--- config.mk ---
export PLATFORM = sky130hd
export DESIGN_NAME = prot_region_matcher
export DESIGN_NICKNAME = d
export VERILOG_FILES = /design/src/rtl/prm_pkg.sv /design/src/rtl/prm_bounds_decoder.sv /design/src/rtl/prm_range_probe.sv /design/src/rtl/prm_priority_pick.sv /design/src/rtl/prot_region_matcher.sv
export SDC_FILE = /design/constraint.sdc
export NUM_CORES = 2
export LEC_CHECK = 0
export ABC_AREA = 1
export BUFFER_PORTS_ARGS = -buffer_cell sky130_fd_sc_hd__buf_2
export CORE_MARGIN = 10
export CORE_UTILIZATION = 54
export DETAILED_ROUTE_END_ITERATION = 16
export PLACE_DENSITY = 0.73
export SLEW_MARGIN = 10
export SYNTH_ARGS = -nofsm -noshare
export SYNTH_HDL_FRONTEND = slang
export SYNTH_SLANG_ARGS = --single-unit
--- constraint.sdc ---
create_clock -name vclk -period 16.5
set_clock_uncertainty 0.05 [all_clocks]
set_input_delay 0 -clock vclk [all_inputs]
set_output_delay 0 -clock vclk [all_outputs]
set_load 0.005 [all_outputs]
--- src/rtl/prm_pkg.sv ---
package prm_pkg;

    // Matching mode carried in each region's 2-bit field.
    typedef enum logic [1:0] {
        RM_OFF   = 2'd0,
        RM_TOR   = 2'd1,
        RM_NA4   = 2'd2,
        RM_NAPOT = 2'd3
    } rmode_e;

    // Outcome of the scan.
    typedef enum logic [1:0] {
        VD_NONE = 2'd0,
        VD_FULL = 2'd1,
        VD_PART = 2'd2
    } verdict_e;

    // Per-region result of testing the two end bytes of an access.
    typedef struct packed {
        logic live;      // region enabled
        logic first_in;  // first byte inside
        logic last_in;   // last byte inside
    } probe_t;

    // A region stops the scan when it is enabled and holds either end.
    function automatic logic probe_stops(probe_t p);
        return p.live && (p.first_in || p.last_in);
    endfunction

    // Verdict given by a region that stops the scan.
    function automatic verdict_e probe_verdict(probe_t p);
        if (!probe_stops(p)) begin
            return VD_NONE;
        end
        return (p.first_in && p.last_in) ? VD_FULL : VD_PART;
    endfunction

endpackage

--- src/rtl/prm_bounds_decoder.sv ---
module prm_bounds_decoder
    import prm_pkg::*;
#(
    parameter int AW = 32
) (
    input  rmode_e          mode,
    input  logic [AW-1:0]   this_addr,
    input  logic [AW-1:0]   prev_addr,
    output logic            live,
    output logic [AW+1:0]   lo,
    output logic [AW+1:0]   hi
);
    localparam int BW = AW + 2;

    logic [BW-1:0] tor_lo;
    logic [BW-1:0] tor_hi;
    logic [BW-1:0] na4_lo;
    logic [BW-1:0] pot_t;
    logic [BW-1:0] pot_t1;

    always_comb begin
        tor_lo = {prev_addr, 2'b00};
        tor_hi = {this_addr, 2'b00} - BW'(1);
        na4_lo = {this_addr, 2'b00};
        pot_t  = {this_addr, 2'b11};
        pot_t1 = pot_t + BW'(1);
    end

    always_comb begin
        live = 1'b1;
        lo   = '0;
        hi   = '0;
        unique case (mode)
            RM_OFF: begin
                live = 1'b0;
            end
            RM_TOR: begin
                if (tor_lo > tor_hi) begin
                    lo = '0;
                    hi = '0;
                end else begin
                    lo = tor_lo;
                    hi = tor_hi;
                end
            end
            RM_NA4: begin
                lo = na4_lo;
                hi = na4_lo | BW'(3);
            end
            RM_NAPOT: begin
                lo = pot_t & pot_t1;
                hi = pot_t | pot_t1;
            end
            default: begin
                live = 1'b0;
            end
        endcase
    end

    logic [BW:0] span;
    always_comb begin
        span = {1'b0, hi} - {1'b0, lo} + (BW+1)'(1);
        if (live) begin
            AST_BOUNDS_ORDERED: assert (lo <= hi) else $error("region bounds inverted");
        end
        if (mode == RM_NAPOT) begin
            AST_NAPOT_POW2: assert ($onehot(span)) else $error("power-of-two span not a power of two");
        end
        if (mode == RM_NA4) begin
            AST_NA4_SPAN: assert (span == (BW+1)'(4)) else $error("four-byte region span wrong");
        end
    end

endmodule

--- src/rtl/prm_range_probe.sv ---
module prm_range_probe
    import prm_pkg::*;
#(
    parameter int BW = 34
) (
    input  logic            live,
    input  logic [BW-1:0]   lo,
    input  logic [BW-1:0]   hi,
    input  logic [BW-1:0]   first_b,
    input  logic [BW-1:0]   last_b,
    output probe_t          probe
);
    always_comb begin
        probe.live     = live;
        probe.first_in = (first_b >= lo) && (first_b <= hi);
        probe.last_in  = (last_b  >= lo) && (last_b  <= hi);
    end

    always_comb begin
        if (probe.first_in && probe.last_in && live) begin
            AST_FULL_INSIDE: assert (first_b >= lo && last_b <= hi) else $error("full probe outside bounds");
        end
    end

endmodule

--- src/rtl/prm_priority_pick.sv ---
module prm_priority_pick
    import prm_pkg::*;
#(
    parameter int NREG = 8,
    parameter int IW   = $clog2(NREG)
) (
    input  probe_t [NREG-1:0] probes,
    output verdict_e          verdict,
    output logic [IW-1:0]     idx
);
    logic [NREG-1:0] stop_vec;

    for (genvar g = 0; g < NREG; g++) begin : g_stop
        assign stop_vec[g] = probe_stops(probes[g]);
    end

    // Scan from the top down so that the lowest stopping index is written last.
    always_comb begin
        verdict = VD_NONE;
        idx     = '0;
        for (int i = NREG - 1; i >= 0; i--) begin
            if (stop_vec[i]) begin
                verdict = probe_verdict(probes[i]);
                idx     = IW'(i);
            end
        end
    end

    always_comb begin
        if (verdict == VD_NONE) begin
            AST_NONE_NO_STOP: assert (stop_vec == '0) else $error("no-match while a region holds an end");
            AST_NONE_IDX_ZERO: assert (idx == '0) else $error("index nonzero on no-match");
        end else begin
            AST_WINNER_STOPS: assert (stop_vec[idx]) else $error("winner does not hold an end");
            for (int j = 0; j < NREG; j++) begin
                if (j < int'(idx)) begin
                    AST_LOWEST_WINS: assert (!stop_vec[j]) else $error("lower region skipped");
                end
            end
        end
    end

endmodule

--- src/rtl/prot_region_matcher.sv ---
module prot_region_matcher
    import prm_pkg::*;
#(
    parameter int NREG = 8,
    parameter int AW   = 32
) (
    input  logic [NREG*AW-1:0]        rgn_addr,
    input  logic [2*NREG-1:0]         rgn_mode,
    input  logic [AW+1:0]             acc_addr,
    input  logic [AW+1:0]             acc_len_m1,
    output logic [$clog2(NREG)-1:0]   hit_idx,
    output logic                      hit_full,
    output logic                      hit_partial,
    output logic                      hit_none
);
    localparam int BW = AW + 2;
    localparam int IW = $clog2(NREG);

    logic [BW-1:0] last_b;
    assign last_b = acc_addr + acc_len_m1;

    probe_t [NREG-1:0] probes;
    verdict_e          verdict;

    for (genvar g = 0; g < NREG; g++) begin : g_rgn
        logic [AW-1:0] prev_a;
        logic          live;
        logic [BW-1:0] lo;
        logic [BW-1:0] hi;

        if (g == 0) begin : g_first
            assign prev_a = '0;
        end else begin : g_chain
            assign prev_a = rgn_addr[AW*(g-1) +: AW];
        end

        prm_bounds_decoder #(.AW(AW)) u_dec (
            .mode      (rmode_e'(rgn_mode[2*g +: 2])),
            .this_addr (rgn_addr[AW*g +: AW]),
            .prev_addr (prev_a),
            .live      (live),
            .lo        (lo),
            .hi        (hi)
        );

        prm_range_probe #(.BW(BW)) u_probe (
            .live    (live),
            .lo      (lo),
            .hi      (hi),
            .first_b (acc_addr),
            .last_b  (last_b),
            .probe   (probes[g])
        );
    end

    prm_priority_pick #(.NREG(NREG), .IW(IW)) u_pick (
        .probes  (probes),
        .verdict (verdict),
        .idx     (hit_idx)
    );

    assign hit_full    = (verdict == VD_FULL);
    assign hit_partial = (verdict == VD_PART);
    assign hit_none    = (verdict == VD_NONE);

    always_comb begin
        AST_ONE_VERDICT: assert ($countones({hit_full, hit_partial, hit_none}) == 1) else $error("verdict flags not one-hot");
        if (rgn_mode == '0) begin
            AST_ALL_OFF_NONE: assert (hit_none) else $error("match with every region off");
        end
    end

endmodule

; ---- Yosys cells after proc, flatten, opt, wreduce, memory -nomap -nowiden
; Index checks and enable logic that the tools add are counted.
[word_totals]
register_bits = 0
in_bits = 340
output_inout_bits = 6
[classes]
n_addsub = 17
magnitude_cmp = 40
eq_ne = 26
muxes = 79
bitwise_logic = 16
n_reduce_logical = 49
[ops]
columns = op, n
row1 = $pmux W34 S3, 15
row2 = $ge A34 B34 Y1, 16
row3 = $le A34 B34 Y1, 16
row4 = $mux W34, 15
row5 = $add A34 B1 Y34 const B, 8
row6 = $and A34 B34 Y34, 8
row7 = $or A34 B34 Y34, 8
row8 = $sub A34 B1 Y34 const B, 8
row9 = $gt A34 B34 Y1, 7
row10 = $pmux W34 S2, 1
row11 = $mux W2, 24
row12 = $add A34 B34 Y34, 1
row13 = $eq A2 B2 Y1 const B, 17
row14 = $gt A1 B34 Y1 const A, 1
row15 = $logic_and A1 B1 Y1, 32
row16 = $mux W3, 8
row17 = $eq A2 B1 Y1 const B, 9
row18 = $logic_not A2 Y1, 9
row19 = $mux W1, 16
row20 = $logic_or A1 B1 Y1, 8

; ---- Logic depth before layout (Yosys ltp)
[depth]
word_depth = 19
ltp_mapped = 57
mapped_depth_nobuf = 56

; ---- By module
; A second synthesis with hierarchy kept.
[unflattened]
hier_cells = 11298
hier_area_um2 = 62487.4
[by_module_without_submodules]
columns = module, instances, cells_each, area_each_um2, seq_area_each_um2
row1 = prm_range_probe, 8, 591, 3658.5, 0.0
row2 = prm_bounds_decoder at g_rgn[0].u_dec ..., 4, 755, 3863.7, 0.0
row3 = prm_bounds_decoder at g_rgn[3].u_dec ..., 3, 752, 3778.6, 0.0
row4 = prm_bounds_decoder at g_rgn[6].u_dec, 1, 761, 3719.8, 0.0
row5 = prot_region_matcher, 1, 476, 2402.3, 0.0
row6 = prm_priority_pick, 1, 57, 306.5, 0.0

; ---- Worst setup path after synthesis
; Ideal clock, no wire load.
[synth_timing]
path_kind = input-to-output
start = input port rgn_addr[195]
end = output port hit_none
t_arrival_ps = 5481
setup_slack_ps = 10969
stages = 52
n_path_buf = 3
cell_sequence = buf_2 > inv_1 > nand2_1 > nor3_1 > nand2_1 > nor2_2 > nand2_2 > nor3_4 > nand4_2 > nor3_2 > nand4_2 > nor2_2 > nand4_2 > nor3_2 > xor2_1 > inv_1 > ha_1 > nand4_1 > [16 not listed] > nand2_1 > nand2_1 > nand2_1 > nand3_1 > nand2_1 > nand2_1 > nand2_1 > nand2_1 > nand2_1 > nand2_1 > nand2_1 > nand2_1 > nand2_1 > nand2_1 > nand2_1 > nand2_1 > nand2_1 > nor2_1
[synth_between]
elab_chain_len = 17
word_cells_on_any_way = 45
[synth_rtl]
columns = element, line
row1 = "start, declared", prot_region_matcher.sv:7  ; input logic [NREG*AW-1:0] rgn_addr,
row2 = $sub A34 B1 Y34 / $gt A34 B34 Y1 (equally long branches), "prm_bounds_decoder.sv:23, prm_bounds_decoder.sv:38"
row3 = $gt A34 B34 Y1 / $mux W34 (equally long branches), prm_bounds_decoder.sv:38  ; if (tor_lo > tor_hi) begin
row4 = $mux W34 / $pmux W34 S3 (equally long branches), "prm_bounds_decoder.sv:38, prm_bounds_decoder.sv:33"
row5 = $pmux W34 S3 (tied with other cells), prm_bounds_decoder.sv:33  ; unique case (mode)
row6 = $ge A34 B34 Y1 (tied with other cells), prm_range_probe.sv:15  ; probe.first_in = (first_b >= lo) && (first_b <= hi);
row7 = "$logic_and A1 B1 Y1, on equally long branches", "prm_range_probe.sv:15, prm_range_probe.sv:16, prm_pkg.sv:35"
row8 = $logic_and A1 B1 Y1 / $mux W2 (equally long branches), prm_pkg.sv:35  ; return (p.first_in && p.last_in) ? VD_FULL : VD_PART;
row9 = $mux W2, prm_pkg.sv:35
row10 = "$mux W2, on equally long branches", "prm_pkg.sv:35, prm_priority_pick.sv:22"
row11 = $mux W2 * (7 in series), prm_priority_pick.sv:22  ; if (stop_vec[i]) begin
row12 = $logic_not A2 Y1 *, --
row13 = "end, declared", prot_region_matcher.sv:14  ; output logic hit_none
; Mark *: on every way between the ends. The rest lies on a longest branch, timed or not. The select of a mux whose other input is x is not followed.

; ---- Worst setup path after layout
[layout_timing]
start = input port rgn_addr[97]
end = output port hit_none
[layout_between]
elab_chain_len = 14
word_cells_on_any_way = 42
[layout_rtl]
columns = element, line
row1 = $sub A34 B1 Y34 / $gt A34 B34 Y1 (equally long branches), "prm_bounds_decoder.sv:23, prm_bounds_decoder.sv:38"
row2 = $gt A34 B34 Y1 / $mux W34 (equally long branches), prm_bounds_decoder.sv:38
row3 = $mux W34 / $pmux W34 S3 (equally long branches), "prm_bounds_decoder.sv:38, prm_bounds_decoder.sv:33"
row4 = $pmux W34 S3 (tied with other cells), prm_bounds_decoder.sv:33
row5 = $ge A34 B34 Y1 (tied with other cells), prm_range_probe.sv:15
row6 = "$logic_and A1 B1 Y1, on equally long branches", "prm_range_probe.sv:15, prm_range_probe.sv:16, prm_pkg.sv:35"
row7 = $logic_and A1 B1 Y1 / $mux W2 (equally long branches), prm_pkg.sv:35
row8 = $mux W2, prm_pkg.sv:35
row9 = "$mux W2, on equally long branches", "prm_pkg.sv:35, prm_priority_pick.sv:22"
row10 = $mux W2 * (4 in series), prm_priority_pick.sv:22
row11 = $logic_not A2 Y1 *, --
; Marked as above.

==> out/summary.txt <==
Cells after Synth - 7539
FP Rows - 108
final hold vios - 0
Setup Buffers After CTS - 0
worst hold start - rgn_mode[0]
layout cells sized above 1 - 7.32%
max-cap violations - 0
# nets final - 9442
fmax - 117 MHz
CTS Hold Bufs - 0
Reg area - 0 µm²
synthesized area - 47000 µm²
unrepaired setup endpoints after global routing - no
wire length of the first global-routing pass - 326000 µm
GRT Total Usage - 42.5%
fillers - 8879
Slew Viols, Final - 0
routed length per placed instance - 24.9 µm
starting density of the core - 54.3%
Core Area - 86500 µm²
footprint of the multi-input gates - 42000 µm²
Max Fanout on Critical Path - 31
Ys Warns - 0
maximum number of pins on one net before global-route repair - 65
worst hold path type - primary input to output pin
slew margin rel. - 20.8%
IO buf count - 346
Detailed Routing Iterations Pass 1 - 7
crit start category - primary input
Die Area - 99200 µm²
post-DP HPWL - 178000 µm
CP delay by family, top - simple AND/OR/NAND/NOR gates
Seq Cell Count - 0
initial DRC count - 7440
Mapped Nets - 9210
PostCTS Resize Cnt - 0
initial antenna violation count - 24
crit-path most repeated cell - nand2_1
Slowest cell on crit path - nand4_1
Critical Path AT - 8.49 ns
Tightest Pin Transition - 1.19 ns
sequential share of the synthesized area - 0%
Avg Cell Area, Syn - 6.23 µm²
vias post-DR - 58300
Crit path largest cell delay - 0.70 ns
Layout clock buffers - 0
Crit Path Category - primary input to output pin
minimum clock period - 8.54 ns
hold path depth - 5
number of global-route vias before repair - 53700
vias per cell - 6.52
Required @ worst endpoint - 16.45 ns
Period Utilization, post-route - 51.8%
critical path capture point type - output pin
CP bufs+invs - 6
worst hold path endpoint - hit_idx[0]
Synth cell types - 72
Final TNS setup - 0 ns
detailed-route DRC error count - 0
I/O pin count - 346
GRT overflow - 0
synth-to-layout area growth - 6.92%
final WL - 223000 µm
count of final setup violators - 0
RePlAce Congestion - 1.08
die extent in x - 315 µm
status - completed
Die Y - 315 µm
post-route ant nets - 0
## worst min-delay path: stages
cell	delay (ns)
buf_2	0.27
nor2_1	0.11
clkinv_1	0.28
a22oi_1	0.25
buf_2	0.19
## through the flow
step                      instance area, µm²  util, %  hold WS [ns]  cells  worst slack, ns
after CTS                              50100     58.0          1.02   8924             8.27
final                                  50200     58.1          1.06   8952             7.96
after global routing                   50200     58.0          1.05   8935             7.59
after global placement                 50100     58.0          1.03   8924             8.30
after floorplan                        47000        -         0.263   7539            10.97
after detailed placement               50100     58.0          1.02   8924             8.30
## cells in the final DEF (no fill, tap or decap), types with 117 or more instances in the layout
master / netlist / final
nand4_1: 195 / 195
a21oi_1: 651 / 651
o221ai_1: 139 / 139
nor2_1: 704 / 704
o21ai_0: 347 / 347
buf_2: 13 / 346
nand3_1: 257 / 256
o22ai_1: 117 / 117
nand2_1: 1426 / 1423
xor2_1: 215 / 200
ha_1: 1330 / 1330
inv_1: 1145 / 1144
nor3_1: 203 / 203
## logic make-up after synthesis
family / Yosys count / share of synthesized area (%)
compound gates: 1636 / 21.1
xor+xnor: 244 / 4.55
fa+ha+maj: 1331 / 35.5
buf+inv: 1355 / 10.9
simple gates: 2973 / 28.0
## area by class of cell
cell class / count / share of cell area, %
tap: 1155 / 2.88
antenna: 28 / 0.140
multi-input combinational: 6184 / 83.7
inverter: 1167 / 8.72
timing repair buffer: 418 / 4.52
## synthesized netlist by cell type, types with 33 or more instances
| library cell | number | area share, % |
|---|---|---|
| nand2_1 | 1426 | 11 |
| ha_1 | 1330 | 35 |
| inv_1 | 1145 | 9.2 |
| nor2_1 | 704 | 5.6 |
| a21oi_1 | 651 | 6.9 |
| o21ai_0 | 347 | 3.7 |
| nand3_1 | 257 | 2.7 |
| xor2_1 | 215 | 4.0 |
| nor3_1 | 203 | 2.2 |
| nand4_1 | 195 | 2.6 |
| clkbuf_1 | 166 | 1.3 |
| o221ai_1 | 139 | 2.6 |
| o22ai_1 | 117 | 1.6 |
| o211ai_1 | 92 | 1.5 |
| nor4_1 | 54 | 0.72 |
| o21bai_1 | 37 | 0.59 |
| a211oi_1 | 36 | 0.58 |
| nor3_2 | 33 | 0.70 |
## per-layer routing
metal | track usage, % | part of all wire, % | up-vias
li1 | - | - | 26800
met1 | 54.9 | 39 | 26400
met2 | 62.3 | 40 | 4146
met3 | 12.2 | 14 | 967
met4 | 24.0 | 6.8 | 16
met5 | 0 | 0.059 | -
## how the worst max path moves through the flow
| stage | from | to | slack, ns | cells after the start |
|---|---|---|---|---|
| finish | rgn_addr[97] | hit_none | 7.96 | 45 |
| global route | rgn_addr[224] | hit_none | 7.59 | 54 |
| CTS | rgn_addr[224] | hit_none | 8.27 | 54 |
| detailed placement | rgn_addr[224] | hit_none | 8.30 | 54 |
| global placement | rgn_addr[224] | hit_none | 8.30 | 54 |
| floorplan | rgn_addr[195] | hit_none | 10.97 | 52 |
